==> config.mk <==
export PLATFORM = sky130hd
export DESIGN_NAME = atdReadSeq
export DESIGN_NICKNAME = d
export VERILOG_FILES = /design/src/rtl/atdSeqPkg.sv /design/src/rtl/atdSeqDatapath.sv /design/src/rtl/atdSeqControl.sv /design/src/rtl/atdReadSeq.sv
export SDC_FILE = /design/constraint.sdc
export NUM_CORES = 1
export LEC_CHECK = 0
export ABC_AREA = 0
export CORE_MARGIN = 3
export CORE_UTILIZATION = 35
export DETAILED_ROUTE_END_ITERATION = 8
export GPL_TIMING_DRIVEN = 0
export MAX_ROUTING_LAYER = met4
export PLACE_DENSITY_LB_ADDON = 0.12
export SETUP_SLACK_MARGIN = 0.1
export SLEW_MARGIN = 20
export SYNTH_ARGS = -nofsm -noshare
export SYNTH_HDL_FRONTEND = slang
export SYNTH_SLANG_ARGS = --single-unit
==> constraint.sdc <==
create_clock -name clk -period 1.7 [get_ports clk]
set_input_delay 0.17 -clock clk [delete_from_list [all_inputs] [get_ports clk]]
set_output_delay 0.17 -clock clk [all_outputs]
set_load 0.01 [all_outputs]
==> src/rtl/atdSeqPkg.sv <==
package atdSeqPkg;

  // strobes from control to datapath
  typedef struct packed {
    logic loadWl;   // start the word-line wait timer
    logic loadSe;   // start the sense pulse timer
  } seqCmd_t;

  // status from datapath to control
  typedef struct packed {
    logic atdHit;     // some address bit differs from its captured copy
    logic atdLast;    // final cycle of the detection pulse
    logic timerLast;  // final cycle of the running phase timer
  } seqStat_t;

  typedef enum logic [2:0] {
    ST_IDLE,
    ST_EQUAL,
    ST_FLOAT,
    ST_WORD,
    ST_SENSE,
    ST_DONE
  } seqState_t;

endpackage

==> src/rtl/atdSeqDatapath.sv <==
module atdSeqDatapath
  import atdSeqPkg::*;
#(
  parameter int ADDR_W   = 8,
  parameter int PULSE_W  = 2,
  parameter int SE_DELAY = 3,
  parameter int SE_CYC   = 2
) (
  input  logic              clk,
  input  logic              rst,
  input  logic [ADDR_W-1:0] addr,
  input  seqCmd_t           cmd,
  output seqStat_t          stat
);

  localparam int PCW  = $clog2(PULSE_W + 1);
  localparam int TMAX = (SE_DELAY > SE_CYC) ? SE_DELAY : SE_CYC;
  localparam int TW   = $clog2(TMAX + 1);

  logic [ADDR_W-1:0] addrQ;
  logic [ADDR_W-1:0] bitFlip;
  logic [PCW-1:0]    pulseCnt;
  logic [TW-1:0]     phaseCnt;
  logic              hit;

  // captured copy follows the bus even in reset, so no stray access on release
  always_ff @(posedge clk) begin
    addrQ <= addr;
  end

  for (genvar i = 0; i < ADDR_W; i++) begin : g_bitCmp
    assign bitFlip[i] = addr[i] ^ addrQ[i];
  end

  assign hit = |bitFlip;

  always_ff @(posedge clk or posedge rst) begin
    if (rst) begin
      pulseCnt <= '0;
    end else if (hit) begin
      pulseCnt <= PCW'(PULSE_W);
    end else if (pulseCnt != '0) begin
      pulseCnt <= pulseCnt - 1'b1;
    end
  end

  always_ff @(posedge clk or posedge rst) begin
    if (rst) begin
      phaseCnt <= '0;
    end else if (cmd.loadWl) begin
      phaseCnt <= TW'(SE_DELAY);
    end else if (cmd.loadSe) begin
      phaseCnt <= TW'(SE_CYC);
    end else if (phaseCnt != '0) begin
      phaseCnt <= phaseCnt - 1'b1;
    end
  end

  assign stat.atdHit    = hit;
  assign stat.atdLast   = (pulseCnt == PCW'(1));
  assign stat.timerLast = (phaseCnt == TW'(1));

endmodule

==> src/rtl/atdSeqControl.sv <==
module atdSeqControl
  import atdSeqPkg::*;
(
  input  logic     clk,
  input  logic     rst,
  input  seqStat_t stat,
  output seqCmd_t  cmd,
  output logic     eqOut,
  output logic     prechargeOut,
  output logic     wlEn,
  output logic     senseEn,
  output logic     dataValid
);

  seqState_t state, stateNext;

  always_comb begin
    stateNext = state;
    cmd       = '0;
    if (stat.atdHit) begin
      stateNext = ST_EQUAL;           // any change restarts the access
    end else begin
      unique case (state)
        ST_IDLE:  stateNext = ST_IDLE;
        ST_EQUAL: if (stat.atdLast) stateNext = ST_FLOAT;
        ST_FLOAT: begin
          stateNext  = ST_WORD;
          cmd.loadWl = 1'b1;
        end
        ST_WORD: if (stat.timerLast) begin
          stateNext  = ST_SENSE;
          cmd.loadSe = 1'b1;
        end
        ST_SENSE: if (stat.timerLast) stateNext = ST_DONE;
        ST_DONE:  stateNext = ST_IDLE;
        default:  stateNext = ST_IDLE;
      endcase
    end
  end

  always_ff @(posedge clk or posedge rst) begin
    if (rst) state <= ST_IDLE;
    else     state <= stateNext;
  end

  assign eqOut        = (state == ST_EQUAL);
  assign prechargeOut = (state == ST_EQUAL) || (state == ST_IDLE) || (state == ST_DONE);
  assign wlEn         = (state == ST_WORD) || (state == ST_SENSE);
  assign senseEn      = (state == ST_SENSE);
  assign dataValid    = (state == ST_DONE);

endmodule

==> src/rtl/atdReadSeq.sv <==
module atdReadSeq
  import atdSeqPkg::*;
#(
  parameter int ADDR_W   = 8,
  parameter int PULSE_W  = 2,
  parameter int SE_DELAY = 3,
  parameter int SE_CYC   = 2
) (
  input  logic              clk,
  input  logic              rst,
  input  logic [ADDR_W-1:0] addr,
  output logic              eqOut,
  output logic              prechargeOut,
  output logic              wlEn,
  output logic              senseEn,
  output logic              dataValid
);

  seqCmd_t  cmd;
  seqStat_t stat;

  atdSeqDatapath #(
    .ADDR_W(ADDR_W), .PULSE_W(PULSE_W), .SE_DELAY(SE_DELAY), .SE_CYC(SE_CYC)
  ) u_dp (
    .clk(clk), .rst(rst), .addr(addr), .cmd(cmd), .stat(stat)
  );

  atdSeqControl u_ctl (
    .clk(clk), .rst(rst), .stat(stat), .cmd(cmd),
    .eqOut(eqOut), .prechargeOut(prechargeOut), .wlEn(wlEn),
    .senseEn(senseEn), .dataValid(dataValid)
  );

endmodule

==> results.yml, run 1 <==
sta:
  fin_crit_sh_pct: 87.3
  grt_setup_unrepaired: "false"
  finClkSkew_ps: 13.4
  hold_violations: 0
  slew_headroom_pct: 80.6
  setup_viol: 0
  slew_violations: 0
  fmax_ghz: 0.674
  worstMarginPinSlew_ps: 287
  tns_ps: 0
  layout_min_cycle_time_ps: 1480
critical_path:
  cp.arrival_ps: 1310
  cpPeakStageDelay_ps: 360
  path_cells: "clkbuf_4 > inv_2 > nand3_2 > inv_1 > dlygate4sd2_1"
  cp.buffers_inverters: 4
  setup.worst_path.end_class: "output port"
  critPathMaxFanout: 8
  cp_slowest_cell: "dfrtp_1"
  cp.required_ps: 1530
  crit_type: "register to output port"
  r2r_slack_ps: 310
  critPathTopFamily: "buffers and inverters"
  start_kind: "register"
synthesis:
  synthCells: 72
  synth_async_sr_flop_share_pct: 46.7
  ys.flop_type: "dfxtp_1"
  syn_area_um2: 689
  synthesis.nets: 86
  synth.area.top_cells: "dfrtp_1, dfxtp_1, xnor2_1, ha_1, inv_1"
  yosysTopAreaCell: "dfrtp_1"
  syn_avg_cell_area_um2: 9.58
  synth_warnings: 0
  synth_common_cells: "inv_1, dfxtp_1, xnor2_1"
  synth_top_cell_area_share_pct: 25.4
  seq_area_frac_synth_pct: 48.6
  ys_ff_latch: 15
  synth_cell_types: 25
  yosysMostFrequentCell: "inv_1"
  synth_edf_count: 0
detailed_routing:
  vias_per_cell: 4.68
  drt_iter0_drc: 3
  maxUsedRoutingLayer: "met4"
  vias: 543
  met2WireLength_um: 608
  wl_met3_um: 56
  ant_nets: 0
  wl_met1_um: 566
  remaining_drc_errors: 0
  wirelength_um: 1250
  wl_per_cell_um: 10.7
  firstDrtPassIters: 3
global_route:
  grt-ovfl-total: 0
  grtUsageTotal_pct: 11.5
  grt_pass1_wl_um: 2150
  grt_max_degree: 10
  antenna_found_initial: 0
  grt_pass1_vias: 512
hold_path:
  hp-class: "input pin to async pin"
status:
  status: "finished, final reports clean"
placement:
  finalWeightedCongestion: 0.807
  port_buffers: 14
  place_hpwl_um: 940
  dpl.cell_count: 111
layout:
  num-fill-cells: 187
  finalNetCount: 106
  finalNonFillerCells: 116
  drive_gt1_share_pct: 15.4
  syn2layout_area_growth_pct: 29.9
  final_util_pct: 49.7
  antennaDiodeCount: 0
floorplan:
  core_region_area_mm2: 0.00180
  die_area_mm2: 0.00254
  ios: 15
  initial_core_util_pct: 38.3
  die_h_um: 50.4
  rows: 15
  die_w_um: 50.4
clocking:
  path_clk_slew_ps: 100
  cts_inserted_buffers: 3
  cts_tree: "done"
  h-tree-depth: 1
  clk_path_buf_depth: 2
  hold_buffers: 0
  clk_latency_ps: 290
  clock_sink_count: 15
  root_buffer: "clkbuf_4"
run:
  maxCapViolations: 0
power_and_ir_drop:
  ir_worst_vdd_mv: 0.500
  power.density_mw_per_mm2: 910
  leakagePower_nw: 0.389
  total_power_uw: 816
worst paths after layout:
| path | startpoint | end | cells past startpoint |
|---|---|---|---|
| worst min-delay path | rst | u_dp.phaseCnt[0]$_DFFE_PP0P_ | 2 |
| worst max register to register | u_dp.addrQ[1]$_DFF_P_ | u_ctl.state[0]$_DFFE_PP0P_ | 5 |
| worst min register to register | u_dp.phaseCnt[1]$_DFFE_PP0P_ | u_dp.phaseCnt[1]$_DFFE_PP0P_ | 2 |
| worst max-delay path | u_ctl.state[0]$_DFFE_PP0P_ | senseEn | 5 |
| min in group clk | addr[0] | u_dp.addrQ[0]$_DFF_P_ | 1 |
| max in group asynchronous | rst | u_ctl.state[2]$_DFFE_PP0P_ | 2 |
logic make-up (layout without fill, tap and decap cells):
| group | count (synthesis) | in the layout | synth area share, % |
|---|---|---|---|
| muxes | 1 | 1 | 1.45 |
| xor gates and xnor gates | 9 | 9 | 11.4 |
| AOI/OAI and AO/OA | 13 | 13 | 12.0 |
| adders and majority gates | 4 | 4 | 7.26 |
| and+or+nand+nor | 18 | 18 | 12.5 |
| DFF | 15 | 15 | 48.6 |
| buffers and inverters | 12 | 31 | 6.71 |
per-layer routing:
layer,up-vias,track usage [%]
li1,279,-
met1,253,13.9
met2,9,17.4
met3,2,5.34
met4,0,2.69
met5,-,-
flip-flops by register name, indices dropped and copies added, names as in the netlist:
register	flops
u_dp.pulseCnt	2
u_ctl.state	3
u_dp.phaseCnt	2
u_dp.addrQ	8
report_power, final:
group / leakage [nW] / switching, mW / internal [mW]
clock: 0.0177 / 0.113 / 0.0873
combinational: 0.222 / 0.104 / 0.101
sequential: 0.149 / 0.0198 / 0.391
metrics by stage:
step	worst slack, ps	instance area (µm²)	hold slack (ps)
floorplan	429	689	-26.6
detailed placement	-34.0	861	422
finish	216	896	104
global placement	-33.4	861	431
CTS	123	895	106
global route	121	896	131
cells in the final DEF, fill, tap and decap left out, types with 4 or more instances in the layout:
cell type,count
clkdlybuf4s50_1,9
xnor2_1,8
inv_1,8
dfxtp_1,8
a21oi_1,6
dfrtp_1,6
nand2_1,5
nor2_1,4
clkbuf_4,4
ha_1,4
dlygate4sd2_1,4
cell type report:
class	instances	area (µm²)	area share, %
sequential	15	337	37.6
multi-input combinational	45	313	34.9
timing repair buffer	15	138	15.4
inverter	10	37.5	4.19
tap	25	31.3	3.49
clock buffer	3	22.5	2.51
buffer	2	12.5	1.40
clock inverter	1	5.00	0.559
timing repair:
| action | CTS | global route |
|---|---|---|
| resized for setup | 9 | 5 |
| buffers inserted | 1 | 0 |
| endpoints found under the setup margin | 5 | 2 |
(Power assumes the default switching activity.)
==> run 2: changes to the inputs <==
CAP_MARGIN = 40   (was default)
==> results of run 2 <==
No change in the layout: final DEF, timing and power equal those of run 1.
